File: src/rtl/uhie_pkg.sv
package uhie_pkg;
    localparam int REG_W      = 32;
    localparam int MASTER_BIT = 31;
    // Positions that hold storage: per-event enables 0..6 and 30, master 31.
    localparam logic [REG_W-1:0] IMPL_MASK  = 32'hC000_007F;
    // Positions whose status can request an interrupt.
    localparam logic [REG_W-1:0] EVENT_MASK = 32'h4000_007F;

    typedef enum logic {
        IRQ_IDLE   = 1'b0,
        IRQ_RAISED = 1'b1
    } irq_state_e;
endpackage

File: src/rtl/uhie_enable_reg.sv
module uhie_enable_reg
    import uhie_pkg::*;
#(
    parameter int ADDR_W   = 8,
    parameter int REG_ADDR = 8'h14
) (
    input  logic              clk,
    input  logic              rst_n,
    input  logic              wr_i,
    input  logic [ADDR_W-1:0] addr_i,
    input  logic [REG_W-1:0]  wdata_i,
    input  logic [REG_W-1:0]  clr_i,
    output logic [REG_W-1:0]  en_q
);
    localparam logic [ADDR_W-1:0] SEL = ADDR_W'(REG_ADDR);

    logic hit;
    assign hit = wr_i && (addr_i == SEL);

    for (genvar i = 0; i < REG_W; i++) begin : g_bit
        if (IMPL_MASK[i]) begin : g_store
            logic bit_q;
            always_ff @(posedge clk) begin
                if (!rst_n)
                    bit_q <= 1'b0;
                else if (clr_i[i])
                    bit_q <= 1'b0;
                else if (hit && wdata_i[i])
                    bit_q <= 1'b1;
            end
            assign en_q[i] = bit_q;
        end else begin : g_rsvd
            assign en_q[i] = 1'b0;
        end
    end

    logic past_ok;
    always_ff @(posedge clk) begin
        if (!rst_n) past_ok <= 1'b0;
        else        past_ok <= 1'b1;
    end

    assert_reserved_zero_R4: assert property (@(posedge clk) disable iff (!rst_n || !past_ok)
        (en_q & ~IMPL_MASK) == '0);
    assert_write_no_clear_R3: assert property (@(posedge clk) disable iff (!rst_n || !past_ok)
        ($past(en_q) & ~$past(clr_i) & ~en_q) == '0);
    assert_clear_wins_R7: assert property (@(posedge clk) disable iff (!rst_n || !past_ok)
        ($past(clr_i) & en_q) == '0);
    assert_foreign_addr_R6: assert property (@(posedge clk) disable iff (!rst_n || !past_ok)
        !$past(hit) |-> ((en_q & ~$past(en_q)) == '0));
endmodule

File: src/rtl/uhie_irq_fsm.sv
module uhie_irq_fsm
    import uhie_pkg::*;
(
    input  logic             clk,
    input  logic             rst_n,
    input  logic [REG_W-1:0] en_i,
    input  logic [REG_W-1:0] status_i,
    output logic             irq_o
);
    irq_state_e state_q, state_d;
    logic       req;

    assign req = en_i[MASTER_BIT] && (|(status_i & en_i & EVENT_MASK));

    always_comb begin
        state_d = state_q;
        unique case (state_q)
            IRQ_IDLE:   if (req)  state_d = IRQ_RAISED;   // raise
            IRQ_RAISED: if (!req) state_d = IRQ_IDLE;     // drop
            default:    state_d = IRQ_IDLE;
        endcase
    end

    always_ff @(posedge clk) begin
        if (!rst_n) state_q <= IRQ_IDLE;
        else        state_q <= state_d;
    end

    always_comb begin
        unique case (state_q)
            IRQ_RAISED: irq_o = 1'b1;
            default:    irq_o = 1'b0;
        endcase
    end

    logic past_ok;
    always_ff @(posedge clk) begin
        if (!rst_n) past_ok <= 1'b0;
        else        past_ok <= 1'b1;
    end

    assert_master_gate_R9: assert property (@(posedge clk) disable iff (!rst_n || !past_ok)
        !$past(en_i[MASTER_BIT]) |-> !irq_o);
    assert_irq_latency_R8: assert property (@(posedge clk) disable iff (!rst_n || !past_ok)
        irq_o == $past(en_i[MASTER_BIT] && (|(status_i & en_i & EVENT_MASK))));
    assert_non_event_R10: assert property (@(posedge clk) disable iff (!rst_n || !past_ok)
        ($past(status_i & EVENT_MASK) == '0) |-> !irq_o);
endmodule

File: src/rtl/usb_host_int_enable.sv
module usb_host_int_enable
    import uhie_pkg::*;
#(
    parameter int ADDR_W   = 8,
    parameter int REG_ADDR = 8'h14
) (
    input  logic              clk,
    input  logic              rst_n,
    input  logic [ADDR_W-1:0] bus_addr,
    input  logic              bus_wr,
    input  logic [31:0]       bus_wdata,
    output logic [31:0]       bus_rdata,
    input  logic [31:0]       clr_mask_i,
    input  logic [31:0]       evt_status_i,
    output logic              irq_o
);
    localparam logic [ADDR_W-1:0] SEL = ADDR_W'(REG_ADDR);

    logic [REG_W-1:0] en_q;

    uhie_enable_reg #(.ADDR_W(ADDR_W), .REG_ADDR(REG_ADDR)) u_en (
        .clk     (clk),
        .rst_n   (rst_n),
        .wr_i    (bus_wr),
        .addr_i  (bus_addr),
        .wdata_i (bus_wdata),
        .clr_i   (clr_mask_i),
        .en_q    (en_q)
    );

    uhie_irq_fsm u_irq (
        .clk      (clk),
        .rst_n    (rst_n),
        .en_i     (en_q),
        .status_i (evt_status_i),
        .irq_o    (irq_o)
    );

    // readback only at the register's own address.
    assign bus_rdata = (bus_addr == SEL) ? en_q : '0;
endmodule

File: config.mk
export PLATFORM = sky130hd
export DESIGN_NAME = usb_host_int_enable
export DESIGN_NICKNAME = d
export VERILOG_FILES = /design/src/rtl/uhie_pkg.sv /design/src/rtl/uhie_enable_reg.sv /design/src/rtl/uhie_irq_fsm.sv /design/src/rtl/usb_host_int_enable.sv
export SDC_FILE = /design/constraint.sdc
export NUM_CORES = 1
export LEC_CHECK = 0
export BUFFER_PORTS_ARGS = -buffer_cell sky130_fd_sc_hd__buf_2
export CORE_UTILIZATION = 31
export CTS_CLUSTER_DIAMETER = 80
export DETAILED_ROUTE_END_ITERATION = 8
export GPL_ROUTABILITY_DRIVEN = 0
export GPL_TIMING_DRIVEN = 0
export PLACE_DENSITY = 0.78
export SYNTH_ARGS = -nofsm -noshare
export SYNTH_HDL_FRONTEND = slang
export SYNTH_HIERARCHICAL = 1
export SYNTH_SLANG_ARGS = --single-unit
File: constraint.sdc
create_clock -name clk -period 1.4 [get_ports clk]
set_input_delay 0.28 -clock clk [delete_from_list [all_inputs] [get_ports clk]]
set_output_delay 0.28 -clock clk [all_outputs]
set_load 0.01 [all_outputs]
# [After elaboration in Yosys (flattened, before gate mapping)]
# Index checks and enable logic that the tools add are counted.
[word_totals] register_bits=10 output_inout_bits=33 elab_cells=37
[classes] n_reduce_logical=21 muxes=3 n_eq_ne=1 bitwise_logic=2
[op_table] cell="32-bit two-way mux" n=1
[op_table] cell="31-bit bitwise AND" n=1
[op_table] cell="2-bit OR reduction" n=9
[op_table] cell="1-bit logical AND" n=11
[op_table] cell="8-bit by 5-bit equality test with 1-bit output (second input constant)" n=1
[op_table] cell="8-bit OR reduction" n=1
[op_table] cell="1-bit two-way mux" n=2
[op_table] cell="1-bit inverter" n=1

# [Longest topological paths before layout]
# Gate-level depths: netlist of run 1.
[logic_depth] ltp_word=4 ltp_mapped=4 depth_no_buf=3

# [Modules after synthesis]
# The synthesis of run 1 kept the hierarchy.
[by_module_without_submodules] module="uhie_enable_reg" n_inst=1 area_each_um2=653.1 cells_each=81
[by_module_without_submodules] module="usb_host_int_enable" n_inst=1 area_each_um2=509.2 cells_each=74
[by_module_without_submodules] module="uhie_irq_fsm" n_inst=1 area_each_um2=62.6 cells_each=7

# [Least setup slack after synthesis of run 1]
# Ideal clock, no wire load.
[synth_timing] kind="input to output" startpoint="input port bus_addr[7]" endpoint="output port bus_rdata[0]" required_ns=1.120 n_path_buf=2 arrival_ns=1.301 path_stages=4 slack_ns=-0.181 cell_sequence="or4b_1 > buf_2 > buf_6 > nor3_2"
[synth_via] elab_chain_len=2
[synth_rtl] item="start: declaration" line_no="usb_host_int_enable.sv:9" rtl="input logic [ADDR_W-1:0] bus_addr,"
[synth_rtl] item="8-bit by 5-bit equality test with 1-bit output" line_no="usb_host_int_enable.sv:40" rtl="assign bus_rdata = (bus_addr == SEL) ? en_q : '0;"
[synth_rtl] item="32-bit two-way mux" line_no="usb_host_int_enable.sv:40"
[synth_rtl] item="end: declaration" line_no="usb_host_int_enable.sv:12" rtl="output logic [31:0] bus_rdata,"
# Every way passes these cells.

# [Worst setup path after layout of run 1]
[layout_timing] startpoint="input port bus_addr[5]" endpoint="output port bus_rdata[3]"
# The elaborated chain is that of the path after synthesis.

==> run_results.csv, run 1 <==
group,metric,value,unit
floorplanning,dieArea,4210,um^2
global_routing,grtUsageTotal,13.0,%
timing,final-setup-viol-count,9,
clock_tree,clockRootBuffer,"clkbuf_8",
worst_setup_path,path_class,"primary input to primary output",
worst_setup_path,cp-start-kind,"primary input",
floorplanning,die_height,64.9,um
detailed_routing,first_pass_iters,4,
clock_tree,h-tree-depth,1,
pwr,p_int,593,uW
global_routing,grt_pass1_wl,4360,um
worst_setup_path,slowest_stage,"or4b_4",
layout,final_core_util,48.2,%
layout,drive_gt1_share,53.8,%
synth,syn_area_per_cell,7.56,um^2
clock_tree,numCtsBuffers,3,
pwr,leakagePower,0.832,nW
timing,grt_setup_unrepaired,"yes",
layout,nNetsFinal,345,
clock_tree,clock_latency,230,ps
layout,final_cell_mix,"buf_2 (43), buf_4 (37), inv_1 (32)",
global_routing,grt_max_degree,11,
global_routing,antenna_found_initial,0,
layout,syn2layout_area_growth,46.3,%
run_status,status,"complete, but fails checks",
pwr,p_sw,192,uW
floorplanning,start_util,33.0,%
pwr,ir_drop,415,uV
detailed_routing,drc,0,
timing,final.setup.worst_slack,-339,ps
clock_tree,path_clk_slew,40,ps
place,hpwlAfterDp,2170,um
timing,layout_min_cycle_time,1740,ps
timing,hold_ws,293,ps
worst_hold_path,worstHoldPathType,"primary input to flip-flop",
pwr,clockPowerShare,36.7,%
timing,maxSlewViolCount,0,
global_routing,grt_pass1_vias,1041,
worst_setup_path,cp-end-kind,"primary output",
detailed_routing,via_per_inst,4.00,
synth,ys_seq_area_share,16.3,%
detailed_routing,antenna_left,0,
clock_tree,clock-sinks,10,
timing,max_freq,0.575,GHz
clock_tree,postCtsHoldBufs,0,
timing,finalHoldViolCount,0,
worst_setup_path,arrival,1460,ps
synth,ys_warn_count,6,
detailed_routing,finalWirelength,2440,um
detailed_routing,wl_per_cell,8.58,um
synth,syn_inst,162,
clock_tree,clockBufferDepth,2,
floorplanning,core_area,3720,um^2
worst_setup_path,critPathMaxFanout,7,
synth,synthesis.area,1220,um^2
place,preCtsSetupSlack,-434,ps
flow_run,drv_cap,0,
timing,fin_skew,0.238,ps
layout,mostFrequentLayoutCell,"buf_2",
detailed_routing,drtIter0Drc,23,
pwr,power,785,uW
detailed_routing,vias,1136,
layout,layout.cells.non_filler,284,
pwr,swShare,24.4,%
clock_tree,cts_tree,"yes",
pwr,seq_power_share,36.4,%
place,io_buffer_count,46,
worst_setup_path,critPathMaxStageDelay,600,ps
global_routing,overflow,0,
pwr,comb_power_share,26.9,%
synth,ys_ff_latch,10,
worst_setup_path,path_cells,"buf_8, or4b_4, buf_12, nor3_4, buf_6",
floorplanning,ios,140,
floorplanning,dieWidth,64.9,um
timing,post-route-period-util,124,%
run_status,violations,"setup timing",
pwr,p_per_area,438,nW/um^2
synth,ys_types,18,
worst_setup_path,worstPathRequired,1120,ps
layout,antenna_cells,0,
place,dp.cells,278,
floorplanning,row_count,22,
-- Yosys cell counts --
library cell / instances / area share, %
o21ai_1: 9 / 3.7
dfxtp_1: 10 / 16
or4b_1: 2 / 1.6
nor3_1: 2 / 0.82
nand3b_4: 1 / 1.6
buf_6: 3 / 2.8
buf_2: 5 / 2.0
nor2b_1: 9 / 4.6
nor3_2: 30 / 25
nand3_1: 9 / 3.7
buf_4: 32 / 20
nand2_1: 10 / 3.1
nor3_4: 1 / 1.3
a22oi_1: 4 / 2.5
conb_1: 1 / 0.31
and4bb_2: 1 / 1.0
a41oi_1: 1 / 0.72
inv_1: 32 / 9.8
-- worst max-delay path, delay by kind of cell --
kind / cells / cell delay (ps)
buf+inv: 3 / 390
simple gates: 2 / 780
-- area by class of cell --
type                            count  area, um^2
Buffer                             38         328
Inverter                           32         120
Multi-Input combinational cell    102         746
Fill cell                         386        1920
Timing Repair Buffer               51         297
Clock buffer                        3        41.3
Sequential cell                    10         200
Tap cell                           48        60.1
-- state kept, by name, indices dropped and copies added, names as in the netlist --
name	flops
u_en/g_bit.g_store.bit_q	9
u_irq/state_q	1
-- routing by layer --
metal	wire [um]	track usage, %
met1	967	14.3
met2	1290	24.6
met3	181	2.99
met4	0	3.33
met5	0	0
-- cells by family (layout without fill, tap and decap cells) --
logic type / Yosys count / in the layout / share of synthesized area (%)
flops: 10 / 10 / 16.3
compound gates: 14 / 14 / 6.84
simple gates: 65 / 65 / 42.3
other cells: 1 / 23 / 0.306
buf+inv: 72 / 124 / 34.2
-- through the flow --
stage,TNS (ps),cell area [um^2]
floorplan,-1450,1380
global placement,-3490,1670
detailed placement,-3620,1670
CTS,-2890,1790
global route,-3170,1790
finish,-2780,1790
-- worst paths after layout --
kind                                               end  cells past startpoint  slack, ps                                       from
max reg2reg                   u_irq/state_q$_SDFF_PN0_                      3        510   u_en/g_bit[0].g_store.bit_q$_SDFFE_PP0P_
max                                       bus_rdata[3]                      5       -340                                bus_addr[5]
min           u_en/g_bit[1].g_store.bit_q$_SDFFE_PP0P_                      3        290                               bus_wdata[1]
min reg2reg  u_en/g_bit[31].g_store.bit_q$_SDFFE_PP0P_                      2        450  u_en/g_bit[31].g_store.bit_q$_SDFFE_PP0P_
-- power by group through the flow --
stage	combinational, mW	clock [mW]	sequential [mW]
2_1_floorplan	0.129	0	0.291
3_3_place_gp	0.192	0	0.291
3_5_place_dp	0.193	0	0.291
4_1_cts	0.208	0.294	0.286
5_1_grt	0.235	0.310	0.285
6_report	0.211	0.288	0.286
-- timing repair --
action	in CTS	in global routing
endpoints found under the setup margin	9	9
resized for setup	12	2
setup buffers	4	1
pin swaps	2	1
hold endpoints to repair	0	0
Note: power is estimated with default switching activity, not from simulation.
==> run 2: changes to the inputs <==
--- a/config.mk
+++ b/config.mk
@@ -12,6 +12,7 @@
 export GPL_ROUTABILITY_DRIVEN = 0
 export GPL_TIMING_DRIVEN = 0
 export PLACE_DENSITY = 0.78
+export RECOVER_POWER = 25
 export SYNTH_ARGS = -nofsm -noshare
 export SYNTH_HDL_FRONTEND = slang
 export SYNTH_HIERARCHICAL = 1
==> run_results.csv, run 2 (synthesized netlist as in run 1, its figures left out) <==
group,metric,value,unit
run_status,status,"complete, but fails checks",
run_status,violations,"setup timing",
worst_hold_path,whs_path_depth,3,
worst_setup_path,arrival,1460,ps
timing,max_freq,0.575,GHz
worst_setup_path,cp-start-kind,"primary input",
layout,nNetsFinal,345,
clock_tree,h-tree-depth,1,
place,preCtsSetupSlack,-434,ps
pwr,leakagePower,0.825,nW
worst_setup_path,path_class,"primary input to primary output",
clock_tree,path_clk_slew,40,ps
worst_setup_path,critPathMaxFanout,7,
timing,tns,-2780,ps
detailed_routing,drtIter0Drc,20,
layout,layout.cells.non_filler,284,
timing,grt_setup_unrepaired,"yes",
worst_setup_path,worstPathRequired,1120,ps
layout,antenna_cells,0,
clock_tree,cts_tree,"yes",
detailed_routing,drc,0,
timing,max_slew_margin,63.5,%
detailed_routing,wl_per_cell,8.58,um
floorplanning,core_area,3720,um^2
floorplanning,ios,140,
timing,final.setup.worst_slack,-338,ps
clock_tree,clockRootBuffer,"clkbuf_8",
layout,final_cell_mix,"buf_2 (42), buf_4 (37), inv_1 (32)",
worst_hold_path,worstHoldPathType,"primary input to flip-flop",
floorplanning,start_util,33.0,%
clock_tree,clock_latency,230,ps
global_routing,overflow,0,
timing,fin_skew,1.06,ps
timing,layout_min_cycle_time,1740,ps
detailed_routing,vias,1137,
clock_tree,clock-sinks,10,
worst_setup_path,reg2reg_depth,3,
floorplanning,dieWidth,64.9,um
place,placed_cell_area,1670,um^2
global_routing,antenna_found_initial,0,
layout,syn2layout_area_growth,45.7,%
worst_setup_path,cp-end-kind,"primary output",
layout,reg_top3,"u_en/g_bit.g_store.bit_q (9), u_irq/state_q (1)",
layout,largest_register_ffs,9,
timing,final-setup-viol-count,9,
timing,maxSlewViolCount,0,
clock_tree,clockBufferDepth,2,
global_routing,grt_pass1_vias,1041,
place,hpwlAfterDp,2170,um
place,dp.cells,278,
pwr,power,784,uW
timing,post-route-period-util,124,%
pwr,ir_drop,415,uV
detailed_routing,antenna_left,0,
layout,final_area,1780,um^2
global_routing,grtUsageTotal,13.0,%
place,io_buffer_count,46,
timing,tightest_slew,544,ps
layout,mostFrequentLayoutCell,"buf_2",
floorplanning,dieArea,4210,um^2
detailed_routing,via_per_inst,4.00,
global_routing,grt_pass1_wl,4360,um
global_routing,grt_max_degree,11,
timing,finalHoldViolCount,0,
floorplanning,row_count,22,
pwr,p_per_area,439,nW/um^2
clock_tree,numCtsBuffers,3,
floorplanning,die_height,64.9,um
flow_run,drv_cap,0,
layout,drive_gt1_share,53.4,%
clock_tree,postCtsHoldBufs,0,
detailed_routing,first_pass_iters,4,
layout,largest-register,"u_en/g_bit.g_store.bit_q",
detailed_routing,finalWirelength,2440,um
## run 2: final timing paths
kind	from	to	slack, ps
worst max-delay path	bus_addr[5]	bus_rdata[3]	-340
worst min register to register	u_en/g_bit[31].g_store.bit_q$_SDFFE_PP0P_	u_en/g_bit[31].g_store.bit_q$_SDFFE_PP0P_	450
worst max register to register	u_en/g_bit[0].g_store.bit_q$_SDFFE_PP0P_	u_irq/state_q$_SDFF_PN0_	500
worst min-delay path	bus_wdata[1]	u_en/g_bit[1].g_store.bit_q$_SDFFE_PP0P_	290
## run 2: repair_timing
action | in CTS | in global routing
setup endpoints to repair | 9 | 9
hold endpoints to repair | 0 | 0
pin swaps | 2 | 1
resized for setup | 12 | 2
gates cloned | 0 | 0
buffers inserted | 4 | 1
## run 2: final cells by class
type	count	area (um^2)
buffer	38	328
sequential	10	200
fill	388	1930
inverter	32	120
multi-input combinational	102	739
timing repair buffer	51	295
clock buffer	3	41.3
tap	48	60.1
## run 2: metrics by stage
stage	hold WS, ps	utilization, %
CTS	293	48.0
detailed placement	438	45.0
global route	308	48.0
finish	293	48.0
global placement	433	45.0
floorplan	406	-
## run 2: power breakdown
| part | internal, mW | leakage (nW) | total, mW | switching [mW] |
|---|---|---|---|---|
| clock network | 0.187 | 0.0216 | 0.289 | 0.102 |
| logic | 0.119 | 0.723 | 0.209 | 0.0895 |
| registers | 0.286 | 0.0805 | 0.286 | 0.0000618 |
## run 2: routing by layer
layer	GRT usage, %	up-vias	wire, um
li1	-	611	-
met1	14.3	483	970
met2	24.6	43	1290
met3	2.99	0	181
met4	3.33	0	0
met5	0	-	0
## run 2: worst max-delay path, cell delays in order
cell and delay, ps:
buf_8 90, or4b_4 600, buf_12 180, nor3_4 180, buf_6 120
